[src/rtl/pal_pkg.sv]
package pal_pkg;
  typedef enum logic [2:0] {
    ST_IDLE = 3'd0,
    ST_RDF  = 3'd1,
    ST_RDB  = 3'd2,
    ST_CMP  = 3'd3,
    ST_DONE = 3'd4
  } scan_st_e;

  typedef enum logic {
    SEL_FRONT = 1'b0,
    SEL_BACK  = 1'b1
  } addr_sel_e;
endpackage

[src/rtl/pal_cursors.sv]
module pal_cursors
  import pal_pkg::*;
#(
  parameter int AW = 16,
  parameter int LW = 16
) (
  input  logic          clk,
  input  logic          rst_n,
  input  logic          load,
  input  logic          step,
  input  addr_sel_e     sel,
  input  logic [AW-1:0] base,
  input  logic [LW-1:0] len,
  output logic [AW-1:0] addr,
  output logic          meet_next
);
  localparam logic [AW-1:0] ONE = AW'(1);

  logic [AW-1:0] front_q, back_q;

  function automatic logic [AW-1:0] tail_of(input logic [AW-1:0] b, input logic [LW-1:0] n);
    return b + AW'(n) - ONE;
  endfunction

  function automatic logic cursors_meet(input logic [AW-1:0] f, input logic [AW-1:0] b);
    return (f + ONE) >= (b - ONE);
  endfunction

  always_ff @(posedge clk) begin
    if (!rst_n) begin
      front_q <= '0;
      back_q  <= '0;
    end else if (load) begin
      front_q <= base;
      back_q  <= tail_of(base, len);
    end else if (step) begin
      front_q <= front_q + ONE;
      back_q  <= back_q - ONE;
    end
  end

  assign addr      = (sel == SEL_BACK) ? back_q : front_q;
  assign meet_next = cursors_meet(front_q, back_q);


  cursor_order_chk: assert property (@(posedge clk) disable iff (!rst_n)
    step |-> (front_q < back_q));
endmodule

[src/rtl/pal_hold_cmp.sv]
module pal_hold_cmp #(
  parameter int DW = 8
) (
  input  logic          clk,
  input  logic          rst_n,
  input  logic          capture,
  input  logic [DW-1:0] rdata,
  output logic          bytes_eq
);
  logic [DW-1:0] hold_q;

  always_ff @(posedge clk) begin
    if (!rst_n)       hold_q <= '0;
    else if (capture) hold_q <= rdata;
  end

  assign bytes_eq = (hold_q == rdata);
endmodule

[src/rtl/pal_ctrl.sv]
module pal_ctrl
  import pal_pkg::*;
#(
  parameter int LW = 16
) (
  input  logic          clk,
  input  logic          rst_n,
  input  logic          go,
  input  logic [LW-1:0] len,
  input  logic          meet_next,
  input  logic          bytes_eq,
  output logic          load,
  output logic          step,
  output addr_sel_e     sel,
  output logic          mem_re,
  output logic          capture,
  output logic          done,
  output logic          is_pal
);
  scan_st_e state_q, state_d;
  logic go_q, done_q, done_d, pal_q, pal_d;
  logic start, start_ok, cmp_fire, mismatch;

  function automatic logic too_short(input logic [LW-1:0] n);
    return n <= LW'(1);
  endfunction

  assign start    = go && !go_q;
  assign start_ok = start && (state_q == ST_IDLE || state_q == ST_DONE);
  assign cmp_fire = (state_q == ST_CMP);
  assign mismatch = cmp_fire && !bytes_eq;

  always_comb begin
    state_d = state_q;
    done_d  = done_q;
    pal_d   = pal_q;
    load    = 1'b0;
    step    = 1'b0;
    sel     = SEL_FRONT;
    mem_re  = 1'b0;
    capture = 1'b0;
    case (state_q)
      ST_IDLE, ST_DONE: begin
        if (start_ok) begin
          if (too_short(len)) begin
            state_d = ST_DONE;
            done_d  = 1'b1;
            pal_d   = 1'b1;
          end else begin
            state_d = ST_RDF;
            done_d  = 1'b0;
            pal_d   = 1'b0;
            load    = 1'b1;
          end
        end
      end
      ST_RDF: begin
        mem_re  = 1'b1;
        state_d = ST_RDB;
      end
      ST_RDB: begin
        mem_re  = 1'b1;
        sel     = SEL_BACK;
        capture = 1'b1;
        state_d = ST_CMP;
      end
      ST_CMP: begin
        if (mismatch) begin
          state_d = ST_DONE;
          done_d  = 1'b1;
          pal_d   = 1'b0;
        end else begin
          step = 1'b1;
          if (meet_next) begin
            state_d = ST_DONE;
            done_d  = 1'b1;
            pal_d   = 1'b1;
          end else begin
            state_d = ST_RDF;
          end
        end
      end
      default: state_d = ST_IDLE;
    endcase
  end

  always_ff @(posedge clk) begin
    if (!rst_n) begin
      state_q <= ST_IDLE;
      go_q    <= 1'b0;
      done_q  <= 1'b0;
      pal_q   <= 1'b0;
    end else begin
      state_q <= state_d;
      go_q    <= go;
      done_q  <= done_d;
      pal_q   <= pal_d;
    end
  end

  assign done   = done_q;
  assign is_pal = pal_q;


  done_busy_chk: assert property (@(posedge clk) disable iff (!rst_n)
    (state_q == ST_RDF || state_q == ST_RDB || state_q == ST_CMP) |-> !done_q);

  pal_gate_chk: assert property (@(posedge clk) disable iff (!rst_n)
    !done_q |-> !pal_q);

  done_hold_chk: assert property (@(posedge clk) disable iff (!rst_n)
    (done_q && !start) |=> (done_q && $stable(pal_q)));

  short_done_chk: assert property (@(posedge clk) disable iff (!rst_n)
    (start_ok && too_short(len)) |=> (done_q && pal_q));

  mismatch_stop_chk: assert property (@(posedge clk) disable iff (!rst_n)
    mismatch |=> (done_q && !pal_q));

  front_then_back_chk: assert property (@(posedge clk) disable iff (!rst_n)
    (state_q == ST_RDF) |=> (state_q == ST_RDB));

  back_then_cmp_chk: assert property (@(posedge clk) disable iff (!rst_n)
    (state_q == ST_RDB) |=> (state_q == ST_CMP));

  busy_ignore_chk: assert property (@(posedge clk) disable iff (!rst_n)
    (start && (state_q == ST_RDB)) |=> (state_q == ST_CMP));
endmodule

[src/rtl/pal_scan.sv]
module pal_scan
  import pal_pkg::*;
#(
  parameter int AW = 16,
  parameter int LW = 16,
  parameter int DW = 8
) (
  input  logic          clk,
  input  logic          rst_n,
  input  logic          go,
  input  logic [AW-1:0] base_addr,
  input  logic [LW-1:0] str_len,
  output logic [AW-1:0] mem_addr,
  output logic          mem_re,
  input  logic [DW-1:0] mem_rdata,
  output logic          done,
  output logic          is_pal
);
  logic      load, step, capture, meet_next, bytes_eq;
  addr_sel_e sel;

  pal_ctrl #(.LW(LW)) u_ctrl (
    .clk(clk), .rst_n(rst_n), .go(go), .len(str_len),
    .meet_next(meet_next), .bytes_eq(bytes_eq),
    .load(load), .step(step), .sel(sel), .mem_re(mem_re),
    .capture(capture), .done(done), .is_pal(is_pal)
  );

  pal_cursors #(.AW(AW), .LW(LW)) u_cur (
    .clk(clk), .rst_n(rst_n), .load(load), .step(step), .sel(sel),
    .base(base_addr), .len(str_len), .addr(mem_addr), .meet_next(meet_next)
  );

  pal_hold_cmp #(.DW(DW)) u_cmp (
    .clk(clk), .rst_n(rst_n), .capture(capture), .rdata(mem_rdata),
    .bytes_eq(bytes_eq)
  );


  reset_quiet_chk: assert property (@(posedge clk)
    !rst_n |=> (!rst_n |-> (!done && !is_pal && !mem_re)));

  read_idle_chk: assert property (@(posedge clk) disable iff (!rst_n)
    mem_re |-> !done);
endmodule

[config.mk]
export PLATFORM = sky130hd
export DESIGN_NAME = pal_scan
export DESIGN_NICKNAME = d
export VERILOG_FILES = /design/src/rtl/pal_pkg.sv /design/src/rtl/pal_cursors.sv /design/src/rtl/pal_hold_cmp.sv /design/src/rtl/pal_ctrl.sv /design/src/rtl/pal_scan.sv
export SDC_FILE = /design/constraint.sdc
export NUM_CORES = 1
export LEC_CHECK = 0
export BUFFER_PORTS_ARGS = -buffer_cell sky130_fd_sc_hd__buf_2
export CAP_MARGIN = 25
export CORE_MARGIN = 2
export CORE_UTILIZATION = 50
export DETAILED_ROUTE_END_ITERATION = 10
export PLACE_DENSITY = 0.71
export SLEW_MARGIN = 10
export SYNTH_ARGS = -nofsm -noshare
export SYNTH_HDL_FRONTEND = slang
export SYNTH_SLANG_ARGS = --single-unit
[constraint.sdc]
create_clock -name clk -period 8.4 [get_ports clk]
set_input_delay 0.84 -clock clk [delete_from_list [all_inputs] [get_ports clk]]
set_output_delay 0.84 -clock clk [all_outputs]
set_load 0.01 [all_outputs]
==> results.json <==
{
  "dr.pass1.iters": 6,
  "slowest_stage": "or4b_1",
  "clock_latency_ns": 0.31,
  "vias": 4123,
  "leakagePower_nw": 2.23,
  "ctsHtreeMaxLevel": 2,
  "regToRegStartpoint": "u_cur.back_q[0]",
  "synth-seq-cells": 46,
  "layout.area.seq_um2": 921,
  "cts.sinks": 46,
  "netlist.area_leader.share_pct": 22.1,
  "dpl_worst_slack_ns": 4.83,
  "cts_setup_buffers": 0,
  "syn_nets": 664,
  "cts_resized": 0,
  "dp_cells": 719,
  "finalSetupViolations": 0,
  "critPathMaxFanout": 6,
  "reg2regPathDepth": 12,
  "vias_per_cell": 5.67,
  "fillers": 790,
  "path_class": "flop to flop",
  "multi_input_area_um2": 2900,
  "worst_setup_path_start_kind": "flop",
  "die-area_um2": 9090,
  "drive_gt1_share_pct": 13.3,
  "cts_buffer_depth": 2,
  "start_util_pct": 51.3,
  "synthFlopType": "dfxtp_1",
  "holdPathStages": 2,
  "grtUsageTotal_pct": 24.9,
  "timing.hold.ws_ns": 0.471,
  "cpMostUsedCell": "ha_1",
  "synthCells": 573,
  "dp_hpwl_mm": 8.22,
  "power_mw": 1.10,
  "grt_overflow": 0,
  "hold_class": "flop to flop",
  "postCtsHoldBufs": 0,
  "synth_edf_count": 0,
  "wl_per_cell_um": 15.1,
  "min_period_ns": 3.40,
  "yosysSeqAreaShare_pct": 22.1,
  "grt_max_degree": 28,
  "port_buffers": 61,
  "final_cell_mix": "nand2_1 (81), inv_1 (68), buf_2 (61)",
  "max_cap_viol_count": 0,
  "pwr_density_cell_nw_per_um2": 236,
  "setup_tns_ns": 0,
  "netlist_area_um2": 4170,
  "synth_top_area_cell": "dfxtp_1",
  "ir_drop_uv": 124,
  "tightest_slew_ns": 1.05,
  "grt_pass1_wl_mm": 17.7,
  "n_antenna_cell": 0,
  "fin_crit_sh_pct": 40.4,
  "die_height_um": 95.4,
  "outcome": "finished, final reports clean",
  "final_antenna_net_count": 0,
  "fin_area_um2": 4640,
  "grt_pass1_vias": 3826,
  "synthArstFlopShare_pct": 0,
  "drt_iter0_drc": 256,
  "ys_warn_count": 0,
  "slowest_delay_ns": 0.48,
  "die_x_um": 95.4,
  "slew_headroom_pct": 29.9,
  "root_buffer": "clkbuf_8",
  "synth.avg_cell_area_um2": 7.28,
  "rsz0062_at_grt": "false",
  "utilization_pct": 57.1,
  "hold_viol_final": 0,
  "required_ns": 8.60,
  "synth_cell_types": 56,
  "drv_slew": 0,
  "worstPathCellList": "inv_1 > ha_1 > or4b_1 > nand2b_1 > or3_1 > xor2_1 > ha_1 > nand4_1 > nor3_1 > a221oi_1 > o211ai_1 > and3_1",
  "num_rows": 33,
  "r2r-end": "u_ctrl.state_q[2]",
  "r2r_slack_ns": 5.00,
  "timing.final.ws_setup_ns": 5.00,
  "holdPathEnd": "u_cmp.hold_q[0]",
  "min_from": "u_cmp.hold_q[0]",
  "path_clk_slew_ns": 0.08,
  "wl_mm": 10.9,
  "core_area_um2": 8130,
  "fmax_mhz": 295,
  "skew_ns": 0.0104,
  "syn2layout_area_growth_pct": 11.2,
  "antenna_found_initial": 0,
  "synthTopCellsByArea": "dfxtp_1 (22%), ha_1 (14%), nand2_1 (7.3%), a21oi_1 (6.6%), xnor2_1 (6.5%)",
  "gp_congestion": 0.919,
  "end_kind": "flop",
  "numCtsBuffers": 5,
  "cts_tree": "yes",
  "final_common_cell": "nand2_1",
  "instances_no_fill": 727,
  "pin_count": 62,
  "crit_arrival_ns": 3.60,
  "nets": 713,
  "placed_cell_area_um2": 4550,
  "drc": 0
}
-- worst max-delay path by stage --
| stage | from | endpoint | slack [ns] | cells past startpoint |
|---|---|---|---|---|
| 6_report | u_cur.back_q[0] | u_ctrl.state_q[2] | 5.00 | 12 |
| 5_1_grt | u_cur.back_q[0] | u_ctrl.state_q[2] | 4.71 | 12 |
| 4_1_cts | u_cur.back_q[0] | u_ctrl.state_q[2] | 5.00 | 12 |
| 3_5_place_dp | str_len[3] | u_cur.back_q[5] | 4.83 | 8 |
| 3_3_place_gp | str_len[3] | u_cur.back_q[8] | 4.87 | 8 |
| 2_1_floorplan | u_cur.back_q[7] | u_ctrl.state_q[2] | 5.33 | 11 |
-- layout make-up --
| cell class | instances | share of cell area, % |
|---|---|---|
| multi-input combinational | 434 | 62.5 |
| sequential | 46 | 19.8 |
| timing repair buffer | 66 | 7.55 |
| inverter | 69 | 5.58 |
| tap | 105 | 2.83 |
| clock buffer | 5 | 1.48 |
| clock inverter | 2 | 0.216 |
-- synthesized netlist by cell type, types with 3 or more instances --
| cell type | n |
|---|---|
| and4_1 | 4 |
| o32a_1 | 3 |
| a211oi_1 | 5 |
| nor2_1 | 32 |
| nand3b_1 | 5 |
| o21a_1 | 3 |
| nor4_1 | 7 |
| nand4_1 | 6 |
| or3_1 | 3 |
| nand3_1 | 10 |
| xnor2_1 | 31 |
| o211ai_1 | 5 |
| a32oi_1 | 3 |
| ha_1 | 47 |
| a221oi_1 | 3 |
| and3_1 | 7 |
| and2_1 | 5 |
| inv_1 | 68 |
| xor2_1 | 20 |
| dfxtp_1 | 46 |
| clkbuf_1 | 22 |
| o21ai_0 | 29 |
| o22ai_1 | 3 |
| a22oi_1 | 10 |
| a21o_1 | 11 |
| nor3_1 | 10 |
| nand2_1 | 81 |
| a21oi_1 | 55 |
| nand2b_1 | 5 |
-- cell families (layout without fill, tap and decap cells) --
logic type | after synthesis | count (layout) | share of synthesized area [%]
XOR/XNOR | 51 | 51 | 10.7
AND/OR/NAND/NOR | 189 | 189 | 22.1
adder cells (fa/ha/maj) | 48 | 48 | 14.6
flip-flops | 46 | 46 | 22.1
multiplexers | 2 | 2 | 0.480
AO/OA/AOI/OAI | 144 | 144 | 21.5
buffers and inverters | 93 | 142 | 8.57
-- worst max-delay path, delay by kind of cell (launching register included) --
family	cells	cell delay (ns)
AO/OA/AOI/OAI	2	0.50
flip-flops	1	0.36
adder cells (fa/ha/maj)	2	0.56
buffers and inverters	1	0.11
AND/OR/NAND/NOR	6	1.59
XOR/XNOR	1	0.16
-- report_power, final --
part | switching (mW) | internal [mW] | total (mW)
clock network | 0.0775 | 0.0561 | 0.134
registers | 0.0634 | 0.266 | 0.330
logic | 0.367 | 0.267 | 0.633
total | 0.508 | 0.589 | 1.10
-- per-layer routing --
| metal | vias to the layer above | routed length [um] | track usage (%) |
|---|---|---|---|
| li1 | 2078 | - | - |
| met1 | 1895 | 4780 | 31.5 |
| met2 | 130 | 5250 | 43.3 |
| met3 | 20 | 628 | 3.16 |
| met4 | 0 | 285 | 8.57 |
| met5 | - | 0 | 0 |
-- sequential cells by signal (all words and copies together), names as in the netlist --
name            count
u_ctrl.done         1
u_cmp.hold_q        8
u_ctrl.state_q      3
u_cur.front_q      16
u_ctrl.is_pal       1
u_ctrl.go_q         1
u_cur.back_q       16
Note: power is estimated with default switching activity, not from simulation.
